--- src/rtl/bseq_pkg.sv ---
package bseq_pkg;

    localparam int BEAT_W = 2;

    typedef enum logic [1:0] {
        ST_IDLE  = 2'd0,
        ST_READ  = 2'd1,
        ST_WRITE = 2'd2
    } bseq_state_e;

endpackage

--- src/rtl/bseq_beat_ctr.sv ---
module bseq_beat_ctr
    import bseq_pkg::*;
(
    input  logic              clk,
    input  logic              rst_n,
    input  logic              clr,
    input  logic              step,
    output logic [BEAT_W-1:0] beat
);

    always_ff @(posedge clk or negedge rst_n) begin
        if (!rst_n) begin
            beat <= '0;
        end else if (clr) begin
            beat <= '0;
        end else if (step) begin
            beat <= beat + 1'b1;
        end
    end

    AST_BEAT_WRAP: assert property (@(posedge clk) disable iff (!rst_n)
        (step && !clr) |=> beat == BEAT_W'($past(beat) + 1'b1))
        else $error("beat step/wrap broken");

    AST_BEAT_CLR: assert property (@(posedge clk) disable iff (!rst_n)
        clr |=> beat == '0)
        else $error("beat not cleared on load");

endmodule

--- src/rtl/bseq_ctrl_fsm.sv ---
module bseq_ctrl_fsm
    import bseq_pkg::*;
(
    input  logic clk,
    input  logic rst_n,
    input  logic en,
    input  logic advance,
    input  logic chip_sel,
    input  logic wr_req,
    output logic load,
    output logic step,
    output logic burst_active,
    output logic burst_wr
);

    bseq_state_e state_q, state_d;

    always_ff @(posedge clk or negedge rst_n) begin
        if (!rst_n) begin
            state_q <= ST_IDLE;
        end else begin
            state_q <= state_d;
        end
    end

    always_comb begin
        state_d = state_q;
        if (en && !advance) begin
            unique case ({chip_sel, wr_req})
                2'b11:   state_d = ST_WRITE;
                2'b10:   state_d = ST_READ;
                default: state_d = ST_IDLE;
            endcase
        end
    end

    always_comb begin
        load = en && !advance && chip_sel;
        step = en && advance;
        unique case (state_q)
            ST_READ: begin
                burst_active = 1'b1;
                burst_wr     = 1'b0;
            end
            ST_WRITE: begin
                burst_active = 1'b1;
                burst_wr     = 1'b1;
            end
            default: begin
                burst_active = 1'b0;
                burst_wr     = 1'b0;
            end
        endcase
    end

    AST_DIR_HOLD: assert property (@(posedge clk) disable iff (!rst_n)
        (en && advance) |=> (burst_wr == $past(burst_wr)) && (burst_active == $past(burst_active)))
        else $error("direction changed on advance");

    AST_DESEL_IDLE: assert property (@(posedge clk) disable iff (!rst_n)
        (en && !advance && !chip_sel) |=> (!burst_active && !burst_wr))
        else $error("deselect did not idle");

    AST_LOAD_DIR: assert property (@(posedge clk) disable iff (!rst_n)
        (en && !advance && chip_sel) |=> (burst_active && burst_wr == $past(wr_req)))
        else $error("direction not captured");

endmodule

--- src/rtl/bseq_order.sv ---
module bseq_order
    import bseq_pkg::*;
(
    input  logic              interleave,
    input  logic [BEAT_W-1:0] start_lo,
    input  logic [BEAT_W-1:0] beat,
    output logic [BEAT_W-1:0] addr_lo
);

    logic [BEAT_W-1:0] lin_lo;
    logic [BEAT_W-1:0] ilv_lo;

    assign lin_lo = start_lo + beat;

    for (genvar b = 0; b < BEAT_W; b++) begin : g_ilv
        assign ilv_lo[b] = start_lo[b] ^ beat[b];
    end

    assign addr_lo = interleave ? ilv_lo : lin_lo;

    always_comb begin
        if (beat == '0) begin
            AST_BEAT0_START: assert (addr_lo == start_lo)
                else $error("beat 0 not start");
        end
    end

endmodule

--- src/rtl/burst_seq.sv ---
module burst_seq
    import bseq_pkg::*;
#(
    parameter int ADDR_W = 16
) (
    input  logic              clk,
    input  logic              rst_n,
    input  logic              clk_en_n,
    input  logic              advance,
    input  logic              chip_sel,
    input  logic              wr_req,
    input  logic              mode_ilv,
    input  logic [ADDR_W-1:0] start_addr,
    output logic [ADDR_W-1:0] cur_addr,
    output logic              burst_active,
    output logic              burst_wr
);

    localparam int HI_W = ADDR_W - BEAT_W;

    logic              en;
    logic              load;
    logic              step;
    logic [BEAT_W-1:0] beat;
    logic [ADDR_W-1:0] base_q;
    logic              mode_q;
    logic [BEAT_W-1:0] addr_lo;

    assign en = !clk_en_n;

    bseq_ctrl_fsm u_fsm (
        .clk          (clk),
        .rst_n        (rst_n),
        .en           (en),
        .advance      (advance),
        .chip_sel     (chip_sel),
        .wr_req       (wr_req),
        .load         (load),
        .step         (step),
        .burst_active (burst_active),
        .burst_wr     (burst_wr)
    );

    bseq_beat_ctr u_beat (
        .clk   (clk),
        .rst_n (rst_n),
        .clr   (load),
        .step  (step),
        .beat  (beat)
    );

    always_ff @(posedge clk or negedge rst_n) begin
        if (!rst_n) begin
            base_q <= '0;
            mode_q <= 1'b0;
        end else if (load) begin
            base_q <= start_addr;
            mode_q <= mode_ilv;
        end
    end

    bseq_order u_order (
        .interleave (mode_q),
        .start_lo   (base_q[BEAT_W-1:0]),
        .beat       (beat),
        .addr_lo    (addr_lo)
    );

    assign cur_addr = {base_q[ADDR_W-1:BEAT_W], addr_lo};

    AST_LOAD_ADDR: assert property (@(posedge clk) disable iff (!rst_n)
        (en && !advance && chip_sel) |=> cur_addr == $past(start_addr))
        else $error("load address wrong");

    AST_UPPER_KEEP: assert property (@(posedge clk) disable iff (!rst_n)
        (en && advance) |=> cur_addr[ADDR_W-1:BEAT_W] == $past(cur_addr[ADDR_W-1:BEAT_W]))
        else $error("upper bits moved");

    AST_FREEZE: assert property (@(posedge clk) disable iff (!rst_n)
        clk_en_n |=> ($stable(cur_addr) && $stable(burst_active) && $stable(burst_wr)))
        else $error("state moved while frozen");

    AST_DESEL_ADDR: assert property (@(posedge clk) disable iff (!rst_n)
        (en && !advance && !chip_sel) |=> $stable(cur_addr))
        else $error("address moved on deselect");

    if (HI_W < 1) begin : g_bad_width
        initial $error("ADDR_W must exceed the beat width");
    end

endmodule

--- config.mk ---
export PLATFORM = sky130hd
export DESIGN_NAME = burst_seq
export DESIGN_NICKNAME = d
export VERILOG_FILES = /design/src/rtl/bseq_pkg.sv /design/src/rtl/bseq_beat_ctr.sv /design/src/rtl/bseq_ctrl_fsm.sv /design/src/rtl/bseq_order.sv /design/src/rtl/burst_seq.sv
export SDC_FILE = /design/constraint.sdc
export NUM_CORES = 1
export LEC_CHECK = 0
export CAP_MARGIN = 20
export CORE_ASPECT_RATIO = 1.2
export CORE_MARGIN = 2
export CORE_UTILIZATION = 46
export CTS_CLUSTER_DIAMETER = 120
export DETAILED_ROUTE_END_ITERATION = 7
export GPL_TIMING_DRIVEN = 0
export PLACE_DENSITY = 0.95
export SLEW_MARGIN = 25
export SYNTH_ARGS = -nofsm -noshare
export SYNTH_HDL_FRONTEND = slang
export SYNTH_SLANG_ARGS = --single-unit
--- constraint.sdc ---
create_clock -name clk -period 1.5 [get_ports clk]
set_input_delay 0.225 -clock clk [delete_from_list [all_inputs] [get_ports clk]]
set_output_delay 0.225 -clock clk [all_outputs]
set_load 0.1 [all_outputs]
-- Yosys cells after proc, flatten, opt, wreduce, memory -nomap -nowiden
Index checks and enable logic that the tools add are counted.
- add/sub/neg operators: 2
- equality and inequality tests: 4
- mux-type cells: 6
- bitwise operators: 2
- reduce and logical (&&, ||, !) cells: 7
- operators by type and width (cell ; count):
    equality test 2 bit, second input constant ; 3
    two-way mux 2 bit ; 3
    case mux 2 bit (2 select lines) ; 1
    logical AND 1 bit ; 3
    adder 2 x 1 -> 2 bit, second input constant ; 1
    adder 2 bit ; 1
    equality test 2 x 1 -> 1 bit, second input constant ; 1
    logical NOT 1 bit ; 2
    two-way mux 1 bit ; 2
    nonzero test 2 bit ; 1
    OR reduction 2 bit ; 1
    XOR 1 bit ; 2
- register bits: 21
- input bits: 23

-- Depth between registers and ports, before layout
Gate-level depths: netlist (run 1).
- depth after elaboration: 4
- mapped depth: 4
- depth with buffers taken out: 3

-- Hierarchy
A second synthesis (run 1) with hierarchy kept.
- cell total of the unflattened synthesis: 75
- area total of the unflattened synthesis: 1049.8 µm²
- modules (own cells, without submodules) (module ; times used ; cells an instance ; area an instance (µm²) ; seq. area each (µm²)):
    burst_seq ; 1 ; 51 ; 794.5 ; 425.4
    bseq_ctrl_fsm ; 1 ; 13 ; 130.1 ; 50.0
    bseq_beat_ctr ; 1 ; 7 ; 88.8 ; 50.0
    bseq_order ; 1 ; 4 ; 36.3 ; 0.0

-- Worst setup path before layout (run 1)
OpenSTA, ideal clock, no wires.
- kind: register -> output
- from: register u_beat.beat[0]
- to: output port cur_addr[1]
- arrival: 2264 ps
- required time: 1275 ps
- setup slack: -989 ps
- stages on the path, launching flop included: 4
- buffers on the path: 0
- cell sequence: dfrtp_1 ha_1 nor2b_1 xnor2_1
- cells in the longest elaborated chain, start to end: 2
- ends and longest elaborated chain (item ; line ; RTL):
    start: declaration ; bseq_beat_ctr.sv:8 ; output logic [BEAT_W-1:0] beat
    start signal: assignment ; bseq_beat_ctr.sv:17 ; beat <= beat + 1'b1;
    adder 2 bit ; bseq_order.sv:13 ; assign lin_lo = start_lo + beat;
    two-way mux 2 bit ; bseq_order.sv:19 ; assign addr_lo = interleave ? ilv_lo : lin_lo;
    end: declaration ; burst_seq.sv:14 ; output logic [ADDR_W-1:0] cur_addr,
Every way passes these cells.

-- Worst setup path in the final report (run 1)
- from: register base_q[1]
- to: output port cur_addr[1]
- cells in the longest elaborated chain, start to end: 2
- elaborated cells on any way between the ends: 3
- classes of those cells: 1 x add/sub; 1 x mux; 1 x bitwise
- ends and longest elaborated chain (item ; line ; RTL):
    start: declaration ; burst_seq.sv:25 ; logic [ADDR_W-1:0] base_q;
    start signal: assignment ; burst_seq.sv:57 ; base_q <= start_addr;
    adder 2 bit / XOR 1 bit (equally long branches) ; bseq_order.sv:13, bseq_order.sv:16 ;
    two-way mux 2 bit (*) ; bseq_order.sv:19 ;
Every way passes the cells marked *; elsewhere a longest branch is shown, timed or not.

==> impl_metrics.prom, run 1 <==
# TYPE chip_impl_metric gauge
chip_impl_info{name="outcome",value="finished with violations"} 1
chip_impl_info{name="failed_checks",value="setup timing"} 1
chip_impl_metric{name="total_leakage_power",unit="nW"} 0.727
chip_impl_metric{name="wire_per_inst",unit="microns"} 13.7
chip_impl_metric{name="cts_inserted_buffers",unit=""} 3
chip_impl_metric{name="worstPathMaxFanout",unit=""} 2
chip_impl_metric{name="drv_cap",unit=""} 0
chip_impl_metric{name="fmax",unit="MHz"} 632
chip_impl_info{name="layout.cells.most_common_list",value="21 x sky130_fd_sc_hd__dfrtp_1, 20 x sky130_fd_sc_hd__buf_4, 19 x sky130_fd_sc_hd__clkdlybuf4s50_1, 15 x sky130_fd_sc_hd__buf_2, 10 x sky130_fd_sc_hd__mux2_4"} 1
chip_impl_metric{name="cts-root-to-sink-buffers",unit=""} 2
chip_impl_metric{name="via_per_inst",unit=""} 4.67
chip_impl_metric{name="postSynthRegisterBits",unit=""} 21
chip_impl_metric{name="postSynthCellCount",unit=""} 75
chip_impl_metric{name="grt.overflow.total",unit=""} 0
chip_impl_metric{name="drt_iter0_drc",unit=""} 6
chip_impl_metric{name="tightest_slew",unit="ns"} 0.498
chip_impl_metric{name="finalSetupTns",unit="ns"} -0.0818
chip_impl_metric{name="yosys_warns",unit=""} 0
chip_impl_metric{name="worst_ep_required_time",unit="ns"} 1.27
chip_impl_metric{name="grt_pass1_vias",unit=""} 734
chip_impl_metric{name="total_power",unit="W"} 0.00254
chip_impl_metric{name="via_count",unit=""} 715
chip_impl_metric{name="post-synth-top-area-fraction",unit=""} 0.498
chip_impl_metric{name="clock-skew-final",unit="ns"} 0.000125
chip_impl_metric{name="post_route_drc",unit=""} 0
chip_impl_metric{name="worst_ir_drop_vdd",unit="mV"} 1.06
chip_impl_metric{name="sequential_cell_area",unit="sq um"} 526
chip_impl_info{name="yosys.area.top_type",value="sky130_fd_sc_hd__dfrtp_1"} 1
chip_impl_metric{name="ctsHtreeMaxLevel",unit=""} 1
chip_impl_metric{name="synth.lib_cells_used.distinct",unit=""} 21
chip_impl_metric{name="post_synth_instance_area",unit="sq um"} 1050
chip_impl_metric{name="grt_pass1_wl",unit="microns"} 3200
chip_impl_info{name="nature_of_the_critical_path_startpoint",value="flop"} 1
chip_impl_info{name="synth.top_cells.by_area",value="sky130_fd_sc_hd__dfrtp_1 50%, sky130_fd_sc_hd__mux2_4 14%, sky130_fd_sc_hd__buf_4 11%"} 1
chip_impl_metric{name="antenna_found_initial",unit=""} 0
chip_impl_info{name="timing.setup.critical_path_class",value="reg -> out"} 1
chip_impl_metric{name="worst_ep_arrival_time",unit="ns"} 1.36
chip_impl_metric{name="post_synth.cell_area_avg",unit="sq um"} 14.1
chip_impl_metric{name="cts_sinks",unit=""} 21
chip_impl_metric{name="grt_max_degree",unit=""} 22
chip_impl_metric{name="fillCellCount",unit=""} 168
chip_impl_metric{name="core.rowCount",unit=""} 19
chip_impl_metric{name="place.gp.congestion",unit=""} 0.755
chip_impl_metric{name="clk_transition_reported_paths",unit="ns"} 0.11
chip_impl_metric{name="antenna_left",unit=""} 0
chip_impl_metric{name="maxSlewHeadroom",unit=""} 0.670
chip_impl_metric{name="slew_violations",unit=""} 0
chip_impl_metric{name="critical_path.n_buffers_inverters",unit=""} 1
chip_impl_info{name="critical_path.slowest_cell",value="sky130_fd_sc_hd__dfrtp_1"} 1
chip_impl_metric{name="finalWorstSetupSlack",unit="ns"} -0.0818
chip_impl_metric{name="detailedPlacementHpwl",unit="microns"} 1670
chip_impl_metric{name="floorplan.die.width",unit="microns"} 47.7
chip_impl_info{name="final_common_cell",value="sky130_fd_sc_hd__dfrtp_1"} 1
chip_impl_metric{name="design.final.nets",unit=""} 148
chip_impl_metric{name="die_area",unit="sq um"} 2690
chip_impl_info{name="rsz_0062_raised_after_global_routing",value="true"} 1
chip_impl_metric{name="synth_seq_area_share",unit=""} 0.498
chip_impl_info{name="timing.critical_path.to_type",value="output pin"} 1
chip_impl_metric{name="pin_count",unit=""} 41
chip_impl_metric{name="synth_nets",unit=""} 100
chip_impl_metric{name="grt_usage",unit=""} 0.169
chip_impl_metric{name="clkLatencyLatePin",unit="ns"} 0.29
chip_impl_metric{name="min_period",unit="ns"} 1.58
chip_impl_info{name="clockRootBuffer",value="sky130_fd_sc_hd__clkbuf_4"} 1
chip_impl_metric{name="tcrit_tclk_final",unit=""} 1.05
chip_impl_metric{name="final-setup-viol-count",unit=""} 1
chip_impl_metric{name="area_delta_synth_final",unit="%"} 44.5
chip_impl_metric{name="insertedDiodeCount",unit=""} 0
chip_impl_metric{name="core_area",unit="sq um"} 2230
chip_impl_metric{name="power.density",unit="nW/um^2"} 1670
chip_impl_metric{name="cp_slowest_stage_delay",unit="ns"} 0.42
chip_impl_info{name="crit_path_cell_trace",value="xnor2_2, xnor2_4, buf_12"} 1
chip_impl_info{name="cts_tree",value="yes"} 1
chip_impl_info{name="worstHoldPathType",value="in -> reg"} 1
chip_impl_metric{name="io_buffer_count",unit=""} 38
chip_impl_metric{name="multi_input_logic_area",unit="sq um"} 410
chip_impl_metric{name="detailed_route_wl",unit="microns"} 2090
chip_impl_metric{name="hold_viol",unit=""} 0
chip_impl_metric{name="drt-pass1-iter-count",unit=""} 3
chip_impl_info{name="timing.critical_path.max_delay_family",value="XOR/XNOR gates"} 1
chip_impl_metric{name="share_of_layout_cells_above_drive_strength_1",unit=""} 0.541
chip_impl_metric{name="dieHeight",unit="microns"} 56.5
chip_impl_metric{name="start_util",unit=""} 0.472
==> logic make-up after synthesis <==
| family | share of synthesized area |
|---|---|
| multiplexers | 0.217 |
| flip-flops | 0.498 |
| AND/OR/NAND/NOR | 0.0486 |
| buffers and inverters | 0.147 |
| XOR/XNOR | 0.0166 |
| adder cells (fa/ha/maj) | 0.0237 |
| AO/OA/AOI/OAI | 0.0486 |
==> state kept, by name, summed over array words and instances (netlist names) <==
| signal | count |
|---|---|
| base_q | 16 |
| u_beat.beat | 2 |
| u_fsm.state_q | 2 |
| mode_q | 1 |
==> worst paths after layout <==
path | from | to | slack (ns) | depth (start not counted)
min reg2reg | base_q[5] | base_q[5] | 0.52 | 1
max reg2reg | u_beat.beat[1] | u_beat.beat[1] | 0.39 | 3
max in group asynchronous | rst_n | base_q[0] | 0.79 | 2
min in group asynchronous | rst_n | u_fsm.state_q[1] | 0.40 | 2
min | advance | u_fsm.state_q[0] | 0.14 | 2
max | base_q[1] | cur_addr[1] | -0.08 | 3
==> per-layer routing <==
metal	track usage	up-vias	wire, microns
li1	-	342	-
met1	0.189	345	774
met2	0.286	20	1160
met3	0.0257	8	71
met4	0.0965	0	91
met5	0	-	0
==> layout make-up <==
cell class              count  share of cell area
well taps                  31              0.0255
repair buffers             43               0.241
inverters                   3             0.00739
clock buffers               4              0.0172
multi-input cells          34               0.269
flip-flops and latches     21               0.345
plain buffers              17              0.0944
==> power breakdown <==
part / total, W / switching, W / internal [W]
sequential: 0.000745 / 0.0000725 / 0.000673
combinational: 0.00154 / 0.00102 / 0.000523
clock: 0.000260 / 0.000156 / 0.000103
total: 0.00254 / 0.00125 / 0.00130
==> metrics by stage <==
step	std cells	worst slack (ns)	utilization	hold WS, ns	area [sq um]
after global routing	153	-0.135	0.682	0.147	1520
after detailed placement	144	-0.835	0.672	0.457	1500
after floorplan	75	-0.00911	-	-0.0706	1080
after CTS	152	-0.0950	0.678	0.130	1520
final	153	-0.0818	0.682	0.142	1520
after global placement	144	-0.788	0.672	0.453	1500
==> cells in the mapped netlist <==
master and instances:
sky130_fd_sc_hd__and3b_1 1, sky130_fd_sc_hd__buf_4 15, sky130_fd_sc_hd__mux2_4 10, sky130_fd_sc_hd__inv_1 3, sky130_fd_sc_hd__nor2_1 1, sky130_fd_sc_hd__a211o_1 1, sky130_fd_sc_hd__buf_12 1, sky130_fd_sc_hd__nor4bb_1 1
sky130_fd_sc_hd__o31ai_1 1, sky130_fd_sc_hd__nand2_1 1, sky130_fd_sc_hd__mux2_2 7, sky130_fd_sc_hd__o21ai_0 2, sky130_fd_sc_hd__ha_1 2, sky130_fd_sc_hd__nor2b_1 1, sky130_fd_sc_hd__o21bai_1 1, sky130_fd_sc_hd__o41ai_1 1
sky130_fd_sc_hd__dfrtp_1 21, sky130_fd_sc_hd__buf_6 1, sky130_fd_sc_hd__xnor2_1 2, sky130_fd_sc_hd__a22o_1 1, sky130_fd_sc_hd__nor3b_4 1
==> timing repair <==
item | in CTS | in global routing
pin swaps | 2 | 1
resized for setup | 103 | 1
buffers inserted | 4 | 0
endpoints found under the setup margin | 28 | 3
hold endpoints to repair | 0 | 21
hold buffers | 0 | 1
(Power assumes the default switching activity.)
==> run 2, diff against run 1 <==
Settings changed: SETUP_SLACK_MARGIN set to 0.1, TNS_END_PERCENT set to 5.
==> run 2 against run 1 <==
Effect of this change: the flow still finishes with violations (setup timing); utilization increased by 1.9 points; first-iteration DRC count shrank 17%; sequential power about the same; non-clock buffer count unchanged; highest routed layer unchanged.
==> impl_metrics.prom, run 2 (same netlist as run 1, synthesis figures left out) <==
# TYPE chip_impl_metric gauge
chip_impl_metric{name="pin_count",unit=""} 41
chip_impl_metric{name="final_core_utilization",unit=""} 0.701
chip_impl_info{name="reg_top3",value="base_q x16, u_beat.beat x2, u_fsm.state_q x2"} 1
chip_impl_metric{name="detailed_route_wl",unit="microns"} 2190
chip_impl_info{name="final_common_cell",value="sky130_fd_sc_hd__buf_4"} 1
chip_impl_metric{name="worst_ep_arrival_time",unit="ns"} 1.38
chip_impl_metric{name="grt.overflow.total",unit=""} 0
chip_impl_metric{name="fmax",unit="MHz"} 621
chip_impl_info{name="clockRootBuffer",value="sky130_fd_sc_hd__clkbuf_4"} 1
chip_impl_info{name="failed_checks",value="setup timing"} 1
chip_impl_info{name="rsz_0062_raised_after_global_routing",value="true"} 1
chip_impl_metric{name="place.gp.congestion",unit=""} 0.755
chip_impl_metric{name="io_buffer_count",unit=""} 38
chip_impl_metric{name="dieHeight",unit="microns"} 56.5
chip_impl_metric{name="worst_ir_drop_vdd",unit="mV"} 1.26
chip_impl_metric{name="clk_transition_reported_paths",unit="ns"} 0.11
chip_impl_metric{name="antenna_left",unit=""} 0
chip_impl_metric{name="core.rowCount",unit=""} 19
chip_impl_metric{name="cts_sinks",unit=""} 21
chip_impl_metric{name="grt_pass1_vias",unit=""} 722
chip_impl_metric{name="worst_hold_path.num_cells",unit=""} 2
chip_impl_metric{name="floorplan.die.width",unit="microns"} 47.7
chip_impl_metric{name="grt_usage",unit=""} 0.175
chip_impl_metric{name="reg2regPathDepth",unit=""} 4
chip_impl_metric{name="grt_max_degree",unit=""} 22
chip_impl_metric{name="detailedPlacementHpwl",unit="microns"} 1670
chip_impl_metric{name="start_util",unit=""} 0.472
chip_impl_metric{name="clkLatencyLatePin",unit="ns"} 0.29
chip_impl_metric{name="detailed_place.area",unit="sq um"} 1500
chip_impl_metric{name="drt_iter0_drc",unit=""} 5
chip_impl_metric{name="hold-worst-slack",unit="ns"} 0.141
chip_impl_metric{name="hold_viol",unit=""} 0
chip_impl_metric{name="core_area",unit="sq um"} 2230
chip_impl_metric{name="finalWorstSetupSlack",unit="ns"} -0.109
chip_impl_metric{name="cts_inserted_buffers",unit=""} 3
chip_impl_metric{name="insertedDiodeCount",unit=""} 0
chip_impl_metric{name="worst_ep_required_time",unit="ns"} 1.27
chip_impl_metric{name="drt-pass1-iter-count",unit=""} 4
chip_impl_metric{name="area_delta_synth_final",unit="%"} 48.5
chip_impl_metric{name="maxSlewHeadroom",unit=""} 0.682
chip_impl_metric{name="slew_violations",unit=""} 0
chip_impl_info{name="cts_tree",value="yes"} 1
chip_impl_metric{name="design.final.nets",unit=""} 148
chip_impl_info{name="layout.cells.most_common_list",value="33 x sky130_fd_sc_hd__buf_4, 21 x sky130_fd_sc_hd__dfrtp_1, 18 x sky130_fd_sc_hd__clkdlybuf4s50_1, 10 x sky130_fd_sc_hd__mux2_4, 7 x sky130_fd_sc_hd__mux2_2"} 1
chip_impl_metric{name="placed_cells_incl_taps",unit=""} 144
chip_impl_metric{name="cts-root-to-sink-buffers",unit=""} 2
chip_impl_metric{name="largest_reg_flops",unit=""} 16
chip_impl_metric{name="via_count",unit=""} 712
chip_impl_metric{name="share_of_layout_cells_above_drive_strength_1",unit=""} 0.541
chip_impl_metric{name="die_area",unit="sq um"} 2690
chip_impl_metric{name="ctsHtreeMaxLevel",unit=""} 1
chip_impl_metric{name="post_layout_nonfiller_instances",unit=""} 153
chip_impl_metric{name="final-setup-viol-count",unit=""} 1
chip_impl_info{name="nature_of_the_critical_path_startpoint",value="flop"} 1
chip_impl_metric{name="total_leakage_power",unit="nW"} 0.743
chip_impl_info{name="worstHoldPathType",value="in -> reg"} 1
chip_impl_info{name="timing.critical_path.to_type",value="output pin"} 1
chip_impl_metric{name="wire_per_inst",unit="microns"} 14.3
chip_impl_metric{name="tightest_slew",unit="ns"} 0.477
chip_impl_metric{name="worstPathMaxFanout",unit=""} 2
chip_impl_metric{name="power.density",unit="nW/um^2"} 1670
chip_impl_metric{name="tcrit_tclk_final",unit=""} 1.07
chip_impl_metric{name="min_period",unit="ns"} 1.61
chip_impl_metric{name="grt_pass1_wl",unit="microns"} 3330
chip_impl_info{name="outcome",value="finished with violations"} 1
chip_impl_info{name="top_register",value="base_q"} 1
chip_impl_info{name="timing.setup.critical_path_class",value="reg -> out"} 1
chip_impl_metric{name="clock-skew-final",unit="ns"} 0.000123
chip_impl_metric{name="drv_cap",unit=""} 0
chip_impl_metric{name="post_route_drc",unit=""} 0
chip_impl_metric{name="final_design_area_no_fill",unit="sq um"} 1570
chip_impl_metric{name="via_per_inst",unit=""} 4.65
chip_impl_metric{name="antenna_found_initial",unit=""} 0
[run 2: through the flow]
step	power, W	setup slack (ns)	TNS [ns]
after floorplan	0.00193	-0.00911	-0.00911
after global placement	0.00220	-0.788	-11.25
after detailed placement	0.00224	-0.835	-11.72
after CTS	0.00263	-0.0950	-0.0950
after global routing	0.00269	-0.156	-0.173
final	0.00261	-0.109	-0.109
[run 2: area by class of cell]
cell class | instances | area, sq um
Multi-Input combinational cell | 34 | 410
Buffer | 17 | 144
Inverter | 3 | 11.3
Clock buffer | 4 | 26.3
Timing Repair Buffer | 43 | 410
Tap cell | 31 | 38.8
Fill cell | 168 | 668
Sequential cell | 21 | 526
[run 2: path summary, 6_finish.rpt]
kind                           startpoint          endpoint  slack, ns
min in group asynchronous           rst_n  u_fsm.state_q[1]       0.41
max in group asynchronous           rst_n         base_q[0]       0.77
setup reg to reg           u_beat.beat[0]    u_beat.beat[1]       0.36
hold / removal                    advance  u_fsm.state_q[0]       0.14
hold reg to reg                 base_q[5]         base_q[5]       0.52
setup / recovery           u_beat.beat[0]       cur_addr[1]      -0.11
[run 2: worst max-delay path, stage by stage (launching register included)]
cell and delay (ns):
sky130_fd_sc_hd__dfrtp_1 0.41, sky130_fd_sc_hd__ha_2 0.18, sky130_fd_sc_hd__nor2b_4 0.13, sky130_fd_sc_hd__xnor2_4 0.17, sky130_fd_sc_hd__buf_12 0.19
[run 2: power breakdown]
| group | leakage [nW] | switching [W] | internal (W) |
|---|---|---|---|
| Sequential | 0.252 | 0.0000736 | 0.000673 |
| Combinational | 0.476 | 0.00102 | 0.000583 |
| Clock | 0.0150 | 0.000158 | 0.000103 |
[run 2: metal layers]
layer,share of wire,global-route usage,up-vias
met1,0.37,0.205,349
met5,0,0,-
met3,0.030,0.0161,6
met4,0.036,0.0888,0
met2,0.57,0.297,18
li1,-,-,339
[run 2: repair_timing]
item                                   CTS  global route
setup endpoints to repair               35             3
setup buffers                            3             1
gates resized for setup                 93             0
gates cloned                             0             0
pin swaps                                3             3
hold buffers                             0             1
endpoints found under the hold margin    0            21
==> run 3, diff against run 2 <==
Settings changed: CORE_UTILIZATION 46 to 31, PLACE_DENSITY 0.95 to 0.71.
==> run 3 against run 2 <==
Effect of this change: the run still ends with setup timing left; die area increased by 44%; power rose by 3.0%; non-clock buffer count up 1; critical path depth stayed put; clock skew hardly changed; fmax grew 4.0%; hold slack improved by 0.052 ns; global-route usage decreased by 6.5 points; final cell count grew 4.6%; sequential power is essentially flat; utilization is 22 points lower; via count fell by 2.9%.
==> impl_metrics.prom, run 3 (same netlist as run 1, synthesis figures left out) <==
# TYPE chip_impl_metric gauge
chip_impl_metric{name="start_util",unit=""} 0.319
chip_impl_metric{name="insertedDiodeCount",unit=""} 0
chip_impl_metric{name="detailedPlacementHpwl",unit="microns"} 1520
chip_impl_metric{name="clock-skew-final",unit="ns"} 0.0000327
chip_impl_metric{name="finalWorstSetupSlack",unit="ns"} -0.0479
chip_impl_metric{name="detailed_route_wl",unit="microns"} 2020
chip_impl_metric{name="final-setup-viol-count",unit=""} 1
chip_impl_info{name="cts_tree",value="yes"} 1
chip_impl_info{name="reg_top3",value="base_q x16, u_beat.beat x2, u_fsm.state_q x2"} 1
chip_impl_metric{name="placed_cells_incl_taps",unit=""} 150
chip_impl_info{name="timing.critical_path.max_delay_family",value="flip-flops"} 1
chip_impl_metric{name="grt_pass1_vias",unit=""} 681
chip_impl_metric{name="ff2ff_setup_slack",unit="ns"} 0.38
chip_impl_metric{name="maxSlewHeadroom",unit=""} 0.692
chip_impl_info{name="final_common_cell",value="sky130_fd_sc_hd__buf_4"} 1
chip_impl_info{name="layout.cells.most_common_list",value="34 x sky130_fd_sc_hd__buf_4, 21 x sky130_fd_sc_hd__dfrtp_1, 18 x sky130_fd_sc_hd__clkdlybuf4s50_1, 10 x sky130_fd_sc_hd__mux2_4, 7 x sky130_fd_sc_hd__mux2_2"} 1
chip_impl_metric{name="worst_ir_drop_vdd",unit="mV"} 1.20
chip_impl_metric{name="dieHeight",unit="microns"} 67.9
chip_impl_metric{name="globalRouteMet1Util",unit=""} 0.123
chip_impl_metric{name="power_report.internal_total",unit="W"} 0.00144
chip_impl_metric{name="slew_violations",unit=""} 0
chip_impl_metric{name="drt-pass1-iter-count",unit=""} 4
chip_impl_info{name="clockRootBuffer",value="sky130_fd_sc_hd__clkbuf_8"} 1
chip_impl_metric{name="pin_count",unit=""} 41
chip_impl_metric{name="post_route_drc",unit=""} 0
chip_impl_metric{name="tightest_slew",unit="ns"} 0.463
chip_impl_metric{name="min_period",unit="ns"} 1.55
chip_impl_metric{name="drv_cap",unit=""} 0
chip_impl_metric{name="place.gp.congestion",unit=""} 0.646
chip_impl_metric{name="worstPathMaxFanout",unit=""} 2
chip_impl_metric{name="power_frac_clock",unit=""} 0.132
chip_impl_metric{name="antenna_found_initial",unit=""} 0
chip_impl_info{name="timing.critical_path.to_type",value="output pin"} 1
chip_impl_info{name="nature_of_the_critical_path_startpoint",value="flop"} 1
chip_impl_info{name="rsz_0062_raised_after_global_routing",value="true"} 1
chip_impl_metric{name="post_layout_nonfiller_instances",unit=""} 160
chip_impl_metric{name="grt_pass1_wl",unit="microns"} 3190
chip_impl_metric{name="clk_transition_reported_paths",unit="ns"} 0.07
chip_impl_metric{name="core_area",unit="sq um"} 3310
chip_impl_metric{name="combPwrFrac",unit=""} 0.592
chip_impl_metric{name="wire_per_inst",unit="microns"} 12.7
chip_impl_info{name="outcome",value="finished with violations"} 1
chip_impl_info{name="top_register",value="base_q"} 1
chip_impl_metric{name="floorplan.die.width",unit="microns"} 57.3
chip_impl_info{name="failed_checks",value="setup timing"} 1
chip_impl_metric{name="hold_viol",unit=""} 0
chip_impl_metric{name="share_of_layout_cells_above_drive_strength_1",unit=""} 0.553
chip_impl_info{name="timing.setup.critical_path_class",value="reg -> out"} 1
chip_impl_metric{name="cp_slowest_stage_delay",unit="ns"} 0.39
chip_impl_metric{name="grt_usage",unit=""} 0.110
chip_impl_metric{name="io_buffer_count",unit=""} 38
chip_impl_metric{name="net-switching-power",unit="W"} 0.00126
chip_impl_metric{name="antenna_left",unit=""} 0
chip_impl_info{name="worstHoldPathType",value="in -> reg"} 1
chip_impl_metric{name="power.switching_fraction",unit=""} 0.467
chip_impl_metric{name="core.rowCount",unit=""} 23
chip_impl_metric{name="design.final.nets",unit=""} 149
chip_impl_metric{name="groute.layer.met2.usage",unit=""} 0.194
chip_impl_metric{name="total_leakage_power",unit="nW"} 0.759
chip_impl_info{name="hold_path_startpoint",value="advance"} 1
chip_impl_metric{name="power.density",unit="nW/um^2"} 1680
chip_impl_metric{name="total_power",unit="W"} 0.00269
chip_impl_info{name="rr_startpoint",value="u_beat.beat[1]"} 1
chip_impl_metric{name="worst_ep_required_time",unit="ns"} 1.27
chip_impl_metric{name="share_seq_of_total_power",unit=""} 0.276
chip_impl_metric{name="drt_iter0_drc",unit=""} 14
chip_impl_metric{name="grt_max_degree",unit=""} 22
chip_impl_metric{name="cts_inserted_buffers",unit=""} 3
chip_impl_metric{name="via_count",unit=""} 691
chip_impl_metric{name="hold-worst-slack",unit="ns"} 0.193
chip_impl_metric{name="via_per_inst",unit=""} 4.32
chip_impl_metric{name="fillCellCount",unit=""} 290
chip_impl_metric{name="area_delta_synth_final",unit="%"} 51.8
chip_impl_metric{name="final_core_utilization",unit=""} 0.484
chip_impl_metric{name="clkLatencyLatePin",unit="ns"} 0.25
chip_impl_metric{name="worst_ep_arrival_time",unit="ns"} 1.32
chip_impl_metric{name="grt.overflow.total",unit=""} 0
chip_impl_info{name="critical_path.slowest_cell",value="sky130_fd_sc_hd__dfrtp_1"} 1
chip_impl_metric{name="tcrit_tclk_final",unit=""} 1.03
chip_impl_info{name="crit_path_cell_trace",value="ha_2, nor2b_4, xnor2_4, buf_12"} 1
chip_impl_info{name="grt.busiest_layer",value="met2"} 1
chip_impl_metric{name="critical_path.n_buffers_inverters",unit=""} 1
chip_impl_metric{name="largest_reg_flops",unit=""} 16
chip_impl_metric{name="die_area",unit="sq um"} 3890
chip_impl_metric{name="global_route.usage.met3",unit=""} 0.0189
chip_impl_metric{name="cts-root-to-sink-buffers",unit=""} 2
chip_impl_metric{name="cts_sinks",unit=""} 21
chip_impl_info{name="startpoint",value="u_beat.beat[0]"} 1
chip_impl_metric{name="finalSetupTns",unit="ns"} -0.0479
chip_impl_metric{name="fmax",unit="MHz"} 646
chip_impl_metric{name="ctsHtreeMaxLevel",unit=""} 1
## run 3: cell types whose count changed in the layout (fill, tap and decap cells not counted), sizes merged
cell,before,now
buf,40,41
clkbuf,4,3
clkinv,0,1
## run 3: routing by layer
| layer | up-vias | routed length, microns |
|---|---|---|
| met5 | - | 0 |
| met4 | 0 | 32 |
| met3 | 2 | 114 |
| met2 | 20 | 1160 |
| met1 | 334 | 713 |
| li1 | 335 | - |
## run 3: power groups by stage
stage	logic, W	clock network [W]	registers (W)
final	0.00159	0.000357	0.000743
after global routing	0.00164	0.000404	0.000757
after CTS	0.00161	0.000374	0.000743
after detailed placement	0.00148	0	0.000754
after global placement	0.00146	0	0.000749
after floorplan	0.00119	0	0.000736
## run 3: cell type report
| class | count | area, sq um | area share |
|---|---|---|---|
| Sequential cell | 21 | 526 | 0.328 |
| Timing Repair Buffer | 44 | 418 | 0.261 |
| Multi-Input combinational cell | 34 | 410 | 0.256 |
| Clock inverter | 1 | 5.00 | 0.00312 |
| Inverter | 3 | 11.3 | 0.00703 |
| Clock buffer | 3 | 41.3 | 0.0258 |
| Buffer | 17 | 144 | 0.0898 |
| Tap cell | 37 | 46.3 | 0.0289 |
## run 3: worst paths after layout
path                                     to  cells past startpoint
setup / recovery                cur_addr[1]                      4
hold / removal             u_fsm.state_q[0]                      2
setup reg to reg             u_beat.beat[1]                      3
hold reg to reg                   base_q[7]                      1
max in group asynchronous         base_q[6]                      2
min in group asynchronous        base_q[14]                      2
## run 3: timing repair
| item | CTS | global route |
|---|---|---|
| hold buffers | 0 | 1 |
| setup buffers | 5 | 0 |
| gates resized for setup | 93 | 0 |
| hold endpoints to repair | 0 | 21 |
| setup endpoints to repair | 35 | 3 |
| pin swaps | 4 | 3 |
## run 3: through the flow
| step | setup WS [ns] | instance area [sq um] |
|---|---|---|
| 2_1_floorplan | -0.00911 | 1080 |
| 3_3_place_gp | -0.797 | 1510 |
| 3_5_place_dp | -0.818 | 1510 |
| 4_1_cts | -0.0353 | 1600 |
| 5_1_grt | -0.0918 | 1600 |
| 6_report | -0.0479 | 1600 |
